File: src/rtl/dbp_pkg.sv
package dbp_pkg;
  typedef enum logic [2:0] {
    HB_SINGLE = 3'b000,
    HB_INCR   = 3'b001,
    HB_INCR4  = 3'b011,
    HB_INCR8  = 3'b101,
    HB_INCR16 = 3'b111
  } hburst_e;
endpackage

File: src/rtl/dbp_cfg_decode.sv
// Picks the length field for the job's direction, checks it and scales it.
module dbp_cfg_decode #(
  parameter int PBL_W = 6,
  localparam int EFF_W = PBL_W + 2
) (
  input  logic [PBL_W-1:0] tx_len,
  input  logic [PBL_W-1:0] rx_len,
  input  logic             is_rx,
  input  logic             sep_len,
  input  logic             x4,
  output logic [EFF_W-1:0] eff_len,
  output logic             bad_len
);
  logic [PBL_W-1:0] sel_len;

  always_comb begin
    sel_len = (sep_len && is_rx) ? rx_len : tx_len;
    bad_len = !$onehot(sel_len);
    if (bad_len)
      eff_len = EFF_W'(1);
    else if (x4)
      eff_len = EFF_W'(sel_len) << 2;
    else
      eff_len = EFF_W'(sel_len);
  end
endmodule

File: src/rtl/dbp_size_pick.sv
// Combinational choice of the next burst's length and type.
module dbp_size_pick
  import dbp_pkg::*;
#(
  parameter int EFF_W  = 8,
  parameter int CNT_W  = 16,
  parameter int SPAN_W = 8,
  localparam int LEN_W = SPAN_W + 1,
  localparam int SPAN  = 1 << SPAN_W
) (
  input  logic [SPAN_W-1:0] wa_low,
  input  logic [CNT_W-1:0]  rem,
  input  logic [EFF_W-1:0]  eff,
  input  logic              fixed,
  input  logic              aligned,
  input  logic              first,
  output logic [LEN_W-1:0]  len,
  output hburst_e           kind
);
  logic [LEN_W-1:0] rem_c, to_bd, lim, eff_l, wa_l, al, s;

  always_comb begin
    eff_l = LEN_W'(eff);
    wa_l  = LEN_W'(wa_low);
    rem_c = (rem >= CNT_W'(SPAN)) ? LEN_W'(SPAN) : rem[LEN_W-1:0];
    to_bd = LEN_W'(SPAN) - wa_l;
    lim   = eff_l;
    if (rem_c < lim) lim = rem_c;
    if (to_bd < lim) lim = to_bd;
    al    = eff_l - (wa_l & (eff_l - LEN_W'(1)));
    s     = '0;
    len   = LEN_W'(1);
    kind  = HB_SINGLE;
    if (!fixed) begin
      if (aligned && !first && al < lim) lim = al;
      len  = lim;
      kind = (lim == LEN_W'(1)) ? HB_SINGLE : HB_INCR;
    end else begin
      for (int k = 2; k <= 4; k++) begin
        s = LEN_W'(1) << k;
        if (s <= lim && (!aligned || (wa_l & (s - LEN_W'(1))) == '0)) begin
          len  = s;
          kind = (k == 2) ? HB_INCR4 : (k == 3) ? HB_INCR8 : HB_INCR16;
        end
      end
    end
  end
endmodule

File: src/rtl/dbp_walker.sv
// Holds the job state and steps through the buffer burst by burst.
module dbp_walker #(
  parameter int ADDR_W = 32,
  parameter int CNT_W  = 16,
  parameter int EFF_W  = 8,
  parameter int LEN_W  = 9
) (
  input  logic              clk,
  input  logic              rst_n,
  input  logic              job_valid,
  output logic              job_ready,
  input  logic [ADDR_W-1:0] job_addr,
  input  logic [CNT_W-1:0]  job_beats,
  input  logic [EFF_W-1:0]  eff_in,
  input  logic              bad_in,
  input  logic              fixed_in,
  input  logic              aligned_in,
  input  logic              burst_ready,
  input  logic [LEN_W-1:0]  burst_len,
  output logic              busy,
  output logic [ADDR_W-1:0] addr_q,
  output logic [CNT_W-1:0]  rem_q,
  output logic [EFF_W-1:0]  eff_q,
  output logic              fixed_q,
  output logic              aligned_q,
  output logic              first_q,
  output logic              err_q,
  output logic              done_q
);
  logic fire, last;

  assign job_ready = !busy;
  assign fire      = busy && burst_ready;
  assign last      = fire && (CNT_W'(burst_len) == rem_q);

  always_ff @(posedge clk) begin
    if (!rst_n) begin
      busy      <= 1'b0;
      addr_q    <= '0;
      rem_q     <= '0;
      eff_q     <= '0;
      fixed_q   <= 1'b0;
      aligned_q <= 1'b0;
      first_q   <= 1'b0;
      err_q     <= 1'b0;
      done_q    <= 1'b0;
    end else begin
      done_q <= 1'b0;
      if (job_valid && !busy) begin
        addr_q    <= job_addr;
        rem_q     <= job_beats;
        eff_q     <= eff_in;
        fixed_q   <= fixed_in;
        aligned_q <= aligned_in;
        first_q   <= 1'b1;
        err_q     <= bad_in;
        if (job_beats == '0) done_q <= 1'b1;
        else                 busy   <= 1'b1;
      end else if (fire) begin
        addr_q  <= addr_q + (ADDR_W'(burst_len) << 2);
        rem_q   <= rem_q - CNT_W'(burst_len);
        first_q <= 1'b0;
        if (last) begin
          busy   <= 1'b0;
          done_q <= 1'b1;
        end
      end
    end
  end

  // a stalled burst keeps its position in the buffer
  p_hold_r1: assert property (@(posedge clk) disable iff (!rst_n)
    busy && !burst_ready |=> busy && $stable(addr_q) && $stable(rem_q));
  // done only comes when no burst is pending
  p_done_idle_r10: assert property (@(posedge clk) disable iff (!rst_n)
    done_q |-> !busy);
  // a burst never takes more beats than remain
  p_no_overrun_r10: assert property (@(posedge clk) disable iff (!rst_n)
    busy |-> (CNT_W'(burst_len) <= rem_q) && burst_len != '0);
endmodule

File: src/rtl/dma_burst_planner.sv
module dma_burst_planner
  import dbp_pkg::*;
#(
  parameter int ADDR_W     = 32,
  parameter int CNT_W      = 16,
  parameter int PBL_W      = 6,
  parameter int BOUND_LOG2 = 10,
  localparam int SPAN_W = BOUND_LOG2 - 2,
  localparam int SPAN   = 1 << SPAN_W,
  localparam int EFF_W  = PBL_W + 2,
  localparam int LEN_W  = SPAN_W + 1
) (
  input  logic              clk,
  input  logic              rst_n,
  input  logic              job_valid,
  output logic              job_ready,
  input  logic [ADDR_W-1:0] job_addr,
  input  logic [CNT_W-1:0]  job_beats,
  input  logic              job_is_rx,
  input  logic [PBL_W-1:0]  cfg_tx_len,
  input  logic [PBL_W-1:0]  cfg_rx_len,
  input  logic              cfg_x4,
  input  logic              cfg_sep_len,
  input  logic              cfg_fixed,
  input  logic              cfg_aligned,
  output logic              burst_valid,
  input  logic              burst_ready,
  output logic [ADDR_W-1:0] burst_addr,
  output logic [LEN_W-1:0]  burst_len,
  output logic [2:0]        burst_kind,
  output logic              done,
  output logic              cfg_err
);
  logic [EFF_W-1:0]  eff_in, eff_q;
  logic              bad_in, busy, fixed_q, aligned_q, first_q;
  logic [CNT_W-1:0]  rem_q;
  logic [ADDR_W-1:0] addr_q;
  logic [LEN_W-1:0]  len;
  hburst_e           kind;

  dbp_cfg_decode #(.PBL_W(PBL_W)) u_dec (
    .tx_len(cfg_tx_len), .rx_len(cfg_rx_len), .is_rx(job_is_rx),
    .sep_len(cfg_sep_len), .x4(cfg_x4), .eff_len(eff_in), .bad_len(bad_in)
  );

  dbp_walker #(.ADDR_W(ADDR_W), .CNT_W(CNT_W), .EFF_W(EFF_W), .LEN_W(LEN_W)) u_walk (
    .clk(clk), .rst_n(rst_n), .job_valid(job_valid), .job_ready(job_ready),
    .job_addr(job_addr), .job_beats(job_beats), .eff_in(eff_in), .bad_in(bad_in),
    .fixed_in(cfg_fixed), .aligned_in(cfg_aligned), .burst_ready(burst_ready),
    .burst_len(len), .busy(busy), .addr_q(addr_q), .rem_q(rem_q), .eff_q(eff_q),
    .fixed_q(fixed_q), .aligned_q(aligned_q), .first_q(first_q), .err_q(cfg_err),
    .done_q(done)
  );

  dbp_size_pick #(.EFF_W(EFF_W), .CNT_W(CNT_W), .SPAN_W(SPAN_W)) u_pick (
    .wa_low(addr_q[SPAN_W+1:2]), .rem(rem_q), .eff(eff_q), .fixed(fixed_q),
    .aligned(aligned_q), .first(first_q), .len(len), .kind(kind)
  );

  assign burst_valid = busy;
  assign burst_addr  = addr_q;
  assign burst_len   = len;
  assign burst_kind  = kind;

  // start offset plus length stays inside the 1 KB window
  p_no_cross_r9: assert property (@(posedge clk) disable iff (!rst_n)
    burst_valid |-> ({1'b0, LEN_W'(burst_addr[SPAN_W+1:2])} + {1'b0, burst_len})
                    <= (LEN_W+1)'(SPAN));
  // fixed mode never emits an undefined-length burst
  p_fixed_kind_r6: assert property (@(posedge clk) disable iff (!rst_n)
    burst_valid && fixed_q |-> burst_kind != HB_INCR);
  // fixed plus aligned mode starts on a multiple of the burst size
  p_align_r7: assert property (@(posedge clk) disable iff (!rst_n)
    burst_valid && fixed_q && aligned_q |->
      (LEN_W'(burst_addr[SPAN_W+1:2]) & (burst_len - LEN_W'(1))) == '0);
  // an invalid length field forces single beats
  p_err_single_r4: assert property (@(posedge clk) disable iff (!rst_n)
    burst_valid && cfg_err |-> burst_len == LEN_W'(1) && burst_kind == HB_SINGLE);
  // no burst exceeds the effective length
  p_len_cap_r5: assert property (@(posedge clk) disable iff (!rst_n)
    burst_valid |-> burst_len <= LEN_W'(eff_q));
  // the job port is closed while bursts are pending
  p_busy_block_r1: assert property (@(posedge clk) disable iff (!rst_n)
    burst_valid |-> !job_ready);
endmodule

File: config.mk
export PLATFORM = sky130hd
export DESIGN_NAME = dma_burst_planner
export DESIGN_NICKNAME = d
export VERILOG_FILES = /design/src/rtl/dbp_pkg.sv /design/src/rtl/dbp_cfg_decode.sv /design/src/rtl/dbp_size_pick.sv /design/src/rtl/dbp_walker.sv /design/src/rtl/dma_burst_planner.sv
export SDC_FILE = /design/constraint.sdc
export NUM_CORES = 1
export LEC_CHECK = 0
export BUFFER_PORTS_ARGS = -buffer_cell sky130_fd_sc_hd__buf_4
export CAP_MARGIN = 20
export CORE_MARGIN = 5
export CORE_UTILIZATION = 45
export CTS_BUF_LIST = sky130_fd_sc_hd__clkbuf_8
export CTS_CLUSTER_DIAMETER = 200
export DETAILED_ROUTE_END_ITERATION = 8
export PLACE_DENSITY = 0.72
export SYNTH_ARGS = -nofsm -noshare
export SYNTH_HDL_FRONTEND = slang
export SYNTH_SLANG_ARGS = --single-unit
File: constraint.sdc
create_clock -name clk -period 22.7 [get_ports clk]
set_clock_uncertainty 0.05 [all_clocks]
set_input_delay 1.135 -clock clk [delete_from_list [all_inputs] [get_ports clk]]
set_output_delay 1.135 -clock clk [all_outputs]
set_load 0.005 [all_outputs]
======== Yosys cells after proc, flatten, opt, wreduce, memory -nomap -nowiden ========
Cells that the tools add are included.
operators by class
  $add $sub $neg .......................... 10
  magnitude comparators ................... 7
  equality and inequality tests ........... 4
  mux-type cells .......................... 31
  bitwise logic cells ..................... 1
  reduce and logical (&&, ||, !) cells .... 23
operator list
  kind                 number
  $mux 32              2
  $mux 9               6
  $add 32x11->32       1
  $mux 16              2
  $logic_not 9->1      3
  $lt 9x9->1           2
  $eq 9x16->1          1
  $ge 16x9->1 const B  1
  $logic_not 16->1     1
  $mux 8               2
  $sub 16x9->16        1
  $mux 3               4
  $mux 1               11
  $and 8x9->9          1
  $eq 9x1->1 const B   1
  $le 3x9->1 const A   1
  $le 4x9->1 const A   1
  $le 5x9->1 const A   1
  $logic_and 1x1->1    9
  $lt 9x8->1           1
  $sub 8x1->9 const B  1
  $sub 8x9->9          1
  $sub 9x8->9 const A  1
  $add 1x1->2          3
  11 further kinds     18
storage, ports and cells
  flip-flop bits (word level) ............. 62
  input bits .............................. 69
  output and inout port bits .............. 48
  logic and storage cells ................. 85

======== Depth between registers and ports, before layout ========
Gate-level depths: netlist of run 1.
  depth in word-level cells ............... 17
  depth in mapped cells ................... 48
  mapped depth without buffers ............ 45

======== By module ========
From an unflattened synthesis of run 1, not the netlist that was laid out.
second synthesis, totals
  cell total of the unflattened synthesis .. 799
  area total of the unflattened synthesis .. 6123.4 µm²
by module, submodules not included
  module          instances  cells each  area each (µm²)  seq. area each (µm²)
  dbp_walker      1          489         3852.4           1241.2
  dbp_size_pick   1          280         1946.9           0.0
  dbp_cfg_decode  1          30          324.1            0.0

======== Worst setup path before layout of run 1 ========
Ideal clock, no wire load.
  kind .................................... register to register
  from .................................... reg u_walk.rem_q[11]
  to ...................................... reg u_walk.addr_q[19]
  setup time .............................. 70 ps
  arrival ................................. 8648 ps
  data required time ...................... 22580 ps
  path slack .............................. 13932 ps
  stages on the path, launching flop included .. 47
  path buffers ............................ 4
  clock period less this slack ............ 8768 ps
  path through ............................ dfxtp_1 or4_4 nor2_2 buf_4 and2_1 ha_1 and3b_1 o21ai_0 and3_2 nand2_4 mux2i_1 ha_1 a21oi_1 o21ai_0 nor2_1 o311a_1 a21o_1 buf_1 (+11 left out) or2_2 inv_1 ha_1 a21o_1 a21oi_1 o21bai_1 a21oi_1 o21bai_1 a21oi_1 nor2b_1 o21ai_0 nand2b_1 and2_1 clkbuf_1 a21oi_1 nor2_1 a21o_1 a21oi_1
between the ends
  elaborated cells between the ends (all ways) .. 23
  those cells by class .................... add/sub (1); order compare (7); mux (11); reduce/logical (4)
RTL lines
  item                                             line                                      source
  start: declaration                               dbp_walker.sv:22                          output logic [CNT_W-1:0] rem_q,
  start signal: assignment                         dbp_walker.sv:51                          rem_q <= job_beats;
  start signal: assignment                         dbp_walker.sv:61                          rem_q <= rem_q - CNT_W'(burst_len);
  $ge 16x9->1 (*)                                  dbp_size_pick.sv:25                       rem_c = (rem >= CNT_W'(SPAN)) ? LEN_W'(SPAN) : rem[LEN_W-1:0];
  $mux 9 (*)                                       dbp_size_pick.sv:25
  $lt 9x8->1                                       dbp_size_pick.sv:28                       if (rem_c < lim) lim = rem_c;
  $mux 9 (*)                                       dbp_size_pick.sv:28
  $lt 9x9->1                                       dbp_size_pick.sv:29                       if (to_bd < lim) lim = to_bd;
  $mux 9 (*)                                       dbp_size_pick.sv:29
  $lt 9x9->1 / $le 4x9->1 (equally long branches)  dbp_size_pick.sv:35, dbp_size_pick.sv:41
  $logic_and 1x1->1, on equally long branches      dbp_size_pick.sv:35, dbp_size_pick.sv:41
  $mux 9 / $mux 4 (equally long branches)          dbp_size_pick.sv:35, dbp_size_pick.sv:41
  $mux 9 / $mux 5 (equally long branches)          dbp_size_pick.sv:34, dbp_size_pick.sv:41
  $mux 9 (*)                                       dbp_size_pick.sv:34                       if (!fixed) begin
  via burst_len[1]                                 dma_burst_planner.sv:29                   output logic [LEN_W-1:0] burst_len,
  $add 32x11->32 (*)                               dbp_walker.sv:60                          addr_q <= addr_q + (ADDR_W'(burst_len) << 2);
  $mux 32 (*)                                      dbp_walker.sv:59                          end else if (fire) begin
  $mux 32 (*)                                      dbp_walker.sv:49                          if (job_valid && !busy) begin
  end signal: assignment                           dbp_walker.sv:50                          addr_q <= job_addr;
  end signal: assignment                           dbp_walker.sv:60
  end: declaration                                 dbp_walker.sv:21                          output logic [ADDR_W-1:0] addr_q,
The timed path passes the listed nets; every way through them passes the cells marked *. The select of a mux whose other input is x is not followed.
A chain may end at the register's enable or synchronous reset.

======== Worst setup path in the final report of run 1 ========
  from .................................... reg u_walk.rem_q[10]
  to ...................................... reg u_walk.addr_q[28]
between the ends
  word-level cells in the longest chain between the ends .. 15
  elaborated cells between the ends (all ways) .. 23
  those cells by class .................... add/sub (1); order compare (7); mux (11); reduce/logical (4)
RTL lines
  item                line                 source
  $ge 16x9->1 (*)     dbp_size_pick.sv:25
  $mux 9 (*)          dbp_size_pick.sv:25
  $lt 9x8->1          dbp_size_pick.sv:28
  $mux 9 (*)          dbp_size_pick.sv:28
  $lt 9x9->1          dbp_size_pick.sv:29
  $mux 9 (*)          dbp_size_pick.sv:29
  $le 3x9->1          dbp_size_pick.sv:41  if (s <= lim && (!aligned || (wa_l & (s - LEN_W'(1))) == '0)) begin
  $logic_and 1x1->1   dbp_size_pick.sv:41
  $mux 3              dbp_size_pick.sv:41
  $mux 4              dbp_size_pick.sv:41
  $mux 5              dbp_size_pick.sv:41
  $mux 9 (*)          dbp_size_pick.sv:34
  $add 32x11->32 (*)  dbp_walker.sv:60
  $mux 32 (*)         dbp_walker.sv:59
  $mux 32 (*)         dbp_walker.sv:49
Mark *: on every way between the ends. The rest lies on a longest branch, timed or not. The select of a mux whose other input is x is not followed.

==> results of run 1 <==
## power breakdown
group | internal [mW] | switching, mW
combinational | 0.233 | 0.319
clock | 0.0644 | 0.0507
sequential | 0.122 | 0.0235
## placed cells by master, fill, tap and decap left out, drive strengths merged, types with 4 or more instances in the layout
cell      n
buf     124
a21oi    85
nand2    84
nor2     65
dfxtp    62
inv      51
o21ai    47
ha       43
nor3     25
xnor2    21
nand3    19
a21o     16
mux2i    15
a22oi    15
and3     15
and2     14
nor4     13
a221oi   11
a32oi    11
nand2b   10
clkbuf   10
a31oi     9
mux2      9
a211oi    8
xor2      8
o21bai    7
o211ai    7
or4       7
or2       6
nor2b     6
nand4     5
or3       5
o22ai     4
o21a      4
fa        4
## layer usage
| layer | wire, um | up-vias | global-route usage [%] | share of wire [%] |
|---|---|---|---|---|
| li1 | - | 3101 | - | - |
| met1 | 8311 | 2965 | 31.67 | 44 |
| met2 | 8898 | 241 | 40.59 | 47 |
| met3 | 1243 | 29 | 5.268 | 6.6 |
| met4 | 330 | 0 | 8.028 | 1.8 |
| met5 | 0 | - | 0 | 0 |
## per-stage QoR
stage | hold slack, ns | total power, mW
CTS | 0.4119 | 0.8090
finish | 0.4111 | 0.8126
detailed placement | 0.4030 | 0.6913
floorplan | 0.4027 | 0.5413
global placement | 0.3985 | 0.6899
global route | 0.4303 | 0.8805
## flip-flops by register name (all words and copies together), names as in the netlist
signal,cells
u_walk.eff_q,8
u_walk.fixed_q,1
u_walk.addr_q,32
u_walk.aligned_q,1
u_walk.first_q,1
u_walk.done_q,1
u_walk.busy,1
u_walk.err_q,1
u_walk.rem_q,16
## cells by family after synthesis
family | count (synthesis) | share of synthesized area, %
and+or+nand+nor | 282 | 23.73
AOI/OAI and AO/OA | 256 | 29.02
buffers and inverters | 95 | 6.191
DFF | 62 | 21.32
adders and majority gates | 49 | 10.98
xor gates and xnor gates | 29 | 4.364
muxes | 24 | 4.321
other | 1 | 0.06443
## worst max-delay path: cells and delay by family (launching register included)
family | cells | cell delay [ns]
buf+inv | 1 | 0.23
compound gates | 18 | 4.31
flops | 1 | 0.40
fa+ha+maj | 5 | 1.54
simple gates | 17 | 3.21
mux | 1 | 0.45
## layout make-up
class	count	area (sq um)	share of cell area [%]
inverters	52	195.2	2.775
clock buffers	10	137.6	1.957
well taps	172	215.2	3.059
flip-flops and latches	62	1241	17.64
multi-input cells	641	4229	60.12
repair buffers	124	930.9	13.23
clock inverters	6	85.08	1.210
## worst paths after layout
check | start | to | slack, ns | cells after the start
setup / recovery | u_walk.rem_q[10] | u_walk.addr_q[28] | 12.36 | 42
hold / removal | u_walk.addr_q[1] | u_walk.addr_q[1] | 0.41 | 2
setup reg to reg | u_walk.rem_q[10] | u_walk.addr_q[28] | 12.36 | 42
hold reg to reg | u_walk.addr_q[1] | u_walk.addr_q[1] | 0.41 | 2
==> results.yml, run 1 <==
run_status:
  status: "complete, no violations"
place:
  place_inst: 1051
  dp_hpwl_mm: 14.21
  place_congestion: 0.9453
  place_area_sq_mm: 0.006812
  dp_slack_ns: 12.44
  numPortBuffers: 116
global_route:
  grt_max_degree: 55
  grt_pass1_vias: 6004
  grtUsageTotal_pct: 24.50
  grt_remaining_overflow: 0
  antenna_found_initial: 0
  grt_pass1_wl_mm: 29.95
die:
  chipWidth_um: 123.7
  ios: 117
  dieArea_sq_mm: 0.01531
  start_util_pct: 45.94
  core-area_sq_mm: 0.01267
  fp.dieH_um: 123.7
  rows: 41
timing:
  rsz0062_at_grt: "false"
  min_period_ns: 10.34
  finalSetupViolations: 0
  finalCritPeriodShare_pct: 45.53
  finalMaxSlewViolations: 0
  fmaxAchievable_mhz: 96.75
  relSlewSlack_pct: 26.97
  tns_ns: 0
  max_slew.worst_pin.slew_ns: 1.084
  hold_viol: 0
  setup_slack_ns: 12.36
worst_setup_path:
  crit_path_start_kind: "register"
  worstSetupPathType: "reg2reg"
  cp.required_ns: 22.90
  max_stage_delay_ns: 0.84
  cpMaxStageDelayCell: "o21ai_0"
  endpoint_kind: "register"
  arrival_ns: 10.54
  crit_fanout: 18
synthesis:
  synth_top_cell_area_share_pct: 21.32
  synth_area_leaders: "dfxtp_1 21%, ha_1 9.2%, a21oi_1 7.2%"
  ys_seq_area_share_pct: 21.32
  synth_edf_count: 0
  syn-num-nets: 914
  syn_inst: 798
  synth_area_sq_mm: 0.005821
  synth_cell_types: 75
  synth_warnings: 0
  synth_area_per_cell_sq_um: 7.294
  yosysMostFrequentCell: "a21oi_1"
  synthFlopType: "dfxtp_1"
  synth_commonest_cells: "84 x a21oi_1, 83 x nand2_1, 64 x nor2_1, 62 x dfxtp_1, 52 x inv_1"
  async_flop_share_pct: 0
  synth_seq_cells: 62
  synth.largest_area_cell: "dfxtp_1"
cells_and_area:
  antenna_cells: 0
  areaGrowthSynthToFinish_pct: 20.85
  nets: 1006
  final_core_utilization_pct: 55.52
  fin_area_sq_mm: 0.007034
  final_cells: 1067
  fillers: 1273
  drive_gt1_share_pct: 18.99
clock_network:
  clk_path_buf_depth: 2
  cts.sinks: 62
  cts_setup_buffers: 0
  cts_tree: "done"
  post_cts_resized: 0
  clkSlewWorstSetupHoldPaths_ns: 0.08
  cts_made_buffers: 9
  cts-htree-levels: 3
  root_buffer: "clkbuf_8"
  clk_latency_ns: 0.37
  holdBufCountCts: 0
routing:
  first_pass_iters: 5
  via_count: 6336
  ant_nets: 0
  avgViaCountPerCell: 5.938
  drc: 0
  routedWlPerCell_um: 17.60
  drt-total-wl_mm: 18.78
  drt-initial-drc-count: 413
power:
  ir_worst_vdd_v: 0.00005279
  p_leak_nw: 3.078
  p_per_area_mw_per_mm2: 115.5
flow_run:
  drv_cap: 0
worst_hold_path:
  worstHoldPathType: "reg2reg"
Note: power is estimated with default switching activity, not from simulation.
==> run 2, diff against run 1 <==
clock period = 10.65 ns   (was 22.7 ns; I/O delays follow)
==> run 2 against run 1 <==
Non-clock buffer count rose by 1. Routed wire length increased by 0.24%. Sequential share of layout area about the same. Combinational power grew 120%. Worst setup slack lost 11 ns. Register-to-register slack got worse by 11 ns. Cell area increased by 0.12%. Cell count about the same. Hold slack worse by 0.071 ns. Clock power rose by 110%. Highest routed layer unchanged. Critical endpoint unchanged. Power up 110%. Largest cell class unchanged. Maximum frequency up 8.7%.
==> results.yml, run 2 (same netlist as run 1, synthesis figures left out) <==
cells_and_area:
  final_cells: 1068
  nets: 1007
  largest_reg_flops: 32
  reg_top3: "u_walk.addr_q (32), u_walk.rem_q (16), u_walk.eff_q (8)"
  fin_area_sq_mm: 0.007043
  final_cell_mix: "125 x buf_4, 84 x a21oi_1, 83 x nand2_1"
  areaGrowthSynthToFinish_pct: 21.00
  regMostFlops: "u_walk.addr_q"
  multi_input_area_sq_mm: 0.004238
  drive_gt1_share_pct: 19.20
  final_common_cell: "buf_4"
  antenna_cells: 0
  seqCellArea_sq_mm: 0.001241
  fillers: 1251
  final_core_utilization_pct: 55.58
worst_setup_path:
  arrival_ns: 9.71
  worstSetupPathType: "reg2reg"
  reg2reg_depth: 44
  cpMaxStageDelayCell: "or4_4"
  cp.required_ns: 10.85
  crit_path_start_kind: "register"
  endpoint_kind: "register"
  max_stage_delay_ns: 0.60
  crit_fanout: 14
routing:
  first_pass_iters: 5
  avgViaCountPerCell: 5.911
  routedWlPerCell_um: 17.63
  via_count: 6313
  drt-total-wl_mm: 18.83
  ant_nets: 0
  drt-initial-drc-count: 517
  drc: 0
timing:
  fmaxAchievable_mhz: 105.2
  rsz0062_at_grt: "false"
  setup_slack_ns: 1.142
  min_period_ns: 9.508
  finalCritPeriodShare_pct: 89.28
  finalSetupViolations: 0
  finalMaxSlewViolations: 0
  max_slew.worst_pin.slew_ns: 0.8334
  tns_ns: 0
  relSlewSlack_pct: 44.25
  hold_viol: 0
  whs_ns: 0.3403
power:
  sw_frac_of_total_pct: 48.49
  ir_worst_vdd_v: 0.0001097
  p_per_area_mw_per_mm2: 246.7
  p_int_mw: 0.8951
  clockPowerShare_pct: 13.7
  p_leak_nw: 3.081
  switchingPower_mw: 0.8427
  finalPower_mw: 1.738
  pwr-share-comb_pct: 68.4
  pwr-share-seq_pct: 17.9
place:
  numPortBuffers: 116
  dp_hpwl_mm: 14.15
  place_congestion: 0.9474
  dp_slack_ns: 1.106
  place_area_sq_mm: 0.006819
  place_inst: 1052
clock_network:
  cts-htree-levels: 3
  cts.sinks: 62
  root_buffer: "clkbuf_8"
  clk_latency_ns: 0.38
  clk_path_buf_depth: 2
  cts_made_buffers: 9
  cts_tree: "done"
  clkSlewWorstSetupHoldPaths_ns: 0.08
global_route:
  grt_remaining_overflow: 0
  grt_pass1_vias: 6106
  antenna_found_initial: 0
  grt_max_degree: 55
  grt_pass1_wl_mm: 30.48
  grtUsageTotal_pct: 24.98
die:
  ios: 117
  dieArea_sq_mm: 0.01531
  fp.dieH_um: 123.7
  chipWidth_um: 123.7
  rows: 41
  core-area_sq_mm: 0.01267
  start_util_pct: 45.94
worst_hold_path:
  worstHoldPathType: "in2reg"
  min_path_cells: 3
flow_run:
  drv_cap: 0
run_status:
  status: "complete, no violations"
run 2: worst max-delay path: cells and delay by family (launching register included):
family	cells	cell delay [ns]
AO/OA/AOI/OAI	19	3.52
AND/OR/NAND/NOR	17	3.30
adder cells (fa/ha/maj)	5	1.40
flip-flops	1	0.39
multiplexers	1	0.38
buffers and inverters	2	0.30
run 2: final timing paths:
path                     from                 to  slack [ns]
max reg2reg  u_walk.rem_q[10]  u_walk.addr_q[28]        1.14
min              job_addr[12]  u_walk.addr_q[12]        0.34
max          u_walk.rem_q[10]  u_walk.addr_q[28]        1.14
min reg2reg  u_walk.addr_q[0]   u_walk.addr_q[0]        0.42
run 2: cell type report:
type                    instances  area share, %
multi-input cells             641          60.17
flip-flops and latches         62          17.62
repair buffers                125          13.32
well taps                     172          3.056
inverters                      52          2.771
clock buffers                  10          1.954
clock inverters                 6          1.101
run 2: repair_timing:
item                                    4_1_cts  5_1_grt
hold buffers                                  0        0
gates resized for setup                       0        3
setup buffers                                 0        0
endpoints found under the setup margin        0        9
run 2: metal layers:
layer | vias to the layer above | GRT usage, % | routed length, um
met1 | 2942 | 32.11 | 8274
met4 | 0 | 10.10 | 551
met2 | 216 | 40.11 | 8678
met3 | 43 | 6.085 | 1326
met5 | - | 0 | 0
li1 | 3112 | - | -
run 2: power by group through the flow:
stage	clock network (mW)	logic, mW	registers, mW
floorplan	0	0.863	0.291
global placement	0	1.16	0.314
detailed placement	0	1.17	0.314
CTS	0.240	1.17	0.309
global route	0.250	1.32	0.315
finish	0.238	1.19	0.311
==> run 3, diff against run 2 <==
--- a/config.mk
+++ b/config.mk
@@ -17,2 +17,3 @@
 export SYNTH_HDL_FRONTEND = slang
+export SYNTH_HIERARCHICAL = 1
 export SYNTH_SLANG_ARGS = --single-unit
--- a/constraint.sdc
+++ b/constraint.sdc
@@ -4,2 +4,2 @@
 set_output_delay 0.5325 -clock clk [all_outputs]
-set_load 0.005 [all_outputs]
+set_load 0.05 [all_outputs]
==> run 3 against run 2 <==
Maximum frequency is 2.5% higher. Clock power fell by 9.2%. Cell count up 0.47%. Non-clock buffer count fell by 4. Global-route usage is 1.2 points lower. Critical path type unchanged. Largest cell class unchanged. Largest power group unchanged.
==> results.yml, run 3 <==
run_status:
  status: "complete, no violations"
worst_setup_path:
  max_stage_delay_ns: 0.67
  arrival_ns: 9.50
  crit_fanout: 16
  cp_num_buf_inv: 0
  cp.required_ns: 10.88
  crit_path_start_kind: "register"
  r2r_slack_ns: 1.38
  cpMaxStageDelayCell: "or4_1"
  worstSetupPathType: "reg2reg"
  crit_family: "compound AO/OA/AOI/OAI gates"
  endpoint_kind: "register"
  cpMostUsedCell: "a21o_1"
cells_and_area:
  final_common_cell: "buf_4"
  areaGrowthSynthToFinish_pct: 18.84
  regMostFlops: "u_walk/addr_q"
  largest_reg_flops: 32
  nets: 1009
  fillers: 1321
  drive_gt1_share_pct: 20.18
  final_cell_mix: "121 x buf_4, 96 x nand2_1, 66 x nor2_1"
  antenna_cells: 0
  reg_top3: "u_walk/addr_q (32), u_walk/rem_q (16), u_walk/eff_q (8)"
synthesis:
  synthFlopType: "dfxtp_1"
  synth_edf_count: 0
  syn_inst: 799
  synth_commonest_cells: "96 x nand2_1, 67 x nor2_1, 62 x dfxtp_1, 56 x a21oi_1, 43 x ha_1"
  yosysMostFrequentCell: "nand2_1"
  synth_top_cell_area_share_pct: 20.27
  synth.largest_area_cell: "dfxtp_1"
  ys_seq_area_share_pct: 20.27
  synth_area_per_cell_sq_um: 7.664
  synth_area_leaders: "dfxtp_1 20%, ha_1 8.8%, nand2_1 5.9%"
  synth_seq_cells: 62
  synth_area_sq_mm: 0.006123
  async_flop_share_pct: 0
  syn-num-nets: 916
  synth_warnings: 6
  synth_cell_types: 98
timing:
  finalSetupViolations: 0
  max_slew.worst_pin.slew_ns: 1.041
  rsz0062_at_grt: "false"
  finalCritPeriodShare_pct: 87.08
  fmaxAchievable_mhz: 107.8
  relSlewSlack_pct: 30.43
  tns_ns: 0
  min_period_ns: 9.274
  hold_viol: 0
  finalMaxSlewViolations: 0
clock_network:
  cts.sinks: 62
  clk_latency_ns: 0.35
  cts_made_buffers: 9
  cts_tree: "done"
  holdBufCountCts: 0
  root_buffer: "clkbuf_8"
  cts_setup_buffers: 0
  post_cts_resized: 0
  clkSlewWorstSetupHoldPaths_ns: 0.07
  cts-htree-levels: 3
  clk_path_buf_depth: 2
global_route:
  antenna_found_initial: 0
  grt_remaining_overflow: 0
  grt_pass1_vias: 6072
  grtUsageTotal_pct: 23.74
  grt_max_degree: 63
  grt_pass1_wl_mm: 31.46
routing:
  avgViaCountPerCell: 6.072
  ant_nets: 0
  via_count: 6515
  drt-initial-drc-count: 509
  drc: 0
  drt-total-wl_mm: 19.63
  routedWlPerCell_um: 18.29
  first_pass_iters: 5
die:
  chipWidth_um: 126.7
  ios: 117
  start_util_pct: 46.06
  dieArea_sq_mm: 0.01604
  rows: 42
  core-area_sq_mm: 0.01330
  fp.dieH_um: 126.7
power:
  p_per_area_mw_per_mm2: 218.4
  ir_worst_vdd_v: 0.00009563
  finalPower_mw: 1.589
  p_leak_nw: 3.023
place:
  dp_hpwl_mm: 14.81
  numPortBuffers: 116
  place_congestion: 0.9545
worst_hold_path:
  worstHoldPathType: "in2reg"
flow_run:
  drv_cap: 0
run 3: cell count changes in the layout (fill, tap and decap cells not counted), sizes merged, moves of 8 or more:
| cell | previous run | this run |
|---|---|---|
| a21oi | 85 | 56 |
| o21ai | 47 | 29 |
| nand2 | 84 | 97 |
| inv | 53 | 42 |
| a32oi | 11 | 1 |
| and3 | 15 | 7 |
| mux2 | 9 | 17 |
run 3: kinds of logic (layout without fill, tap and decap cells):
family,after synthesis,after routing,share of synthesized area [%]
muxes,36,36,7.356
buffers and inverters,79,177,5.497
AOI/OAI and AO/OA,235,235,27.40
and+or+nand+nor,310,310,24.97
other,1,1,0.06124
DFF,62,62,20.27
adders and majority gates,49,49,10.58
xor gates and xnor gates,27,27,3.862
run 3: layout make-up:
cell class	instances	area [sq um]	area share, %
Inverter	40	150.1	2.063
Timing Repair Buffer	121	908.4	12.48
Tap cell	176	220.2	3.026
Clock inverter	5	50.05	0.6878
Clock buffer	11	151.4	2.080
Sequential cell	62	1241	17.06
Multi-Input combinational cell	658	4556	62.60
run 3: power breakdown:
group | leakage [nW] | internal, mW | switching (mW)
registers | 0.509 | 0.256 | 0.0458
clock network | 0.108 | 0.119 | 0.0971
logic | 2.41 | 0.414 | 0.657
total | 3.02 | 0.789 | 0.800
run 3: worst paths after layout:
check                   start           endpoint  depth (start not counted)
max reg2reg  u_walk/rem_q[10]  u_walk/addr_q[24]                         31
max          u_walk/rem_q[10]  u_walk/addr_q[24]                         31
min              job_addr[29]  u_walk/addr_q[29]                          3
min reg2reg  u_walk/addr_q[0]   u_walk/addr_q[0]                          2
run 3: worst register-to-register path, delay by kind of cell (launching register included):
family | cells | cell delay [ns]
AO/OA/AOI/OAI | 17 | 4.11
AND/OR/NAND/NOR | 7 | 2.84
adder cells (fa/ha/maj) | 5 | 1.31
multiplexers | 2 | 0.54
flip-flops | 1 | 0.34
run 3: metal layers:
| layer | routed length (um) | vias to the layer above | track usage [%] |
|---|---|---|---|
| met3 | 1567 | 29 | 4.414 |
| li1 | - | 3172 | - |
| met5 | 0 | - | 0 |
| met2 | 8913 | 284 | 37.92 |
| met4 | 340 | 0 | 5.615 |
| met1 | 8806 | 3030 | 33.25 |
run 3: metrics by stage:
| step | setup slack [ns] | std cells | cell area [sq um] | hold WS (ns) | util (%) |
|---|---|---|---|---|---|
| detailed placement | 1.544 | 1057 | 7076 | 0.4043 | 53.22 |
| global route | 0.8894 | 1073 | 7277 | 0.3644 | 54.73 |
| global placement | 1.723 | 1057 | 7076 | 0.4006 | 53.22 |
| finish | 1.376 | 1073 | 7277 | 0.3579 | 54.73 |
| floorplan | 1.299 | 799 | 6123 | 0.3851 | - |
| CTS | 1.513 | 1073 | 7277 | 0.3418 | 54.73 |
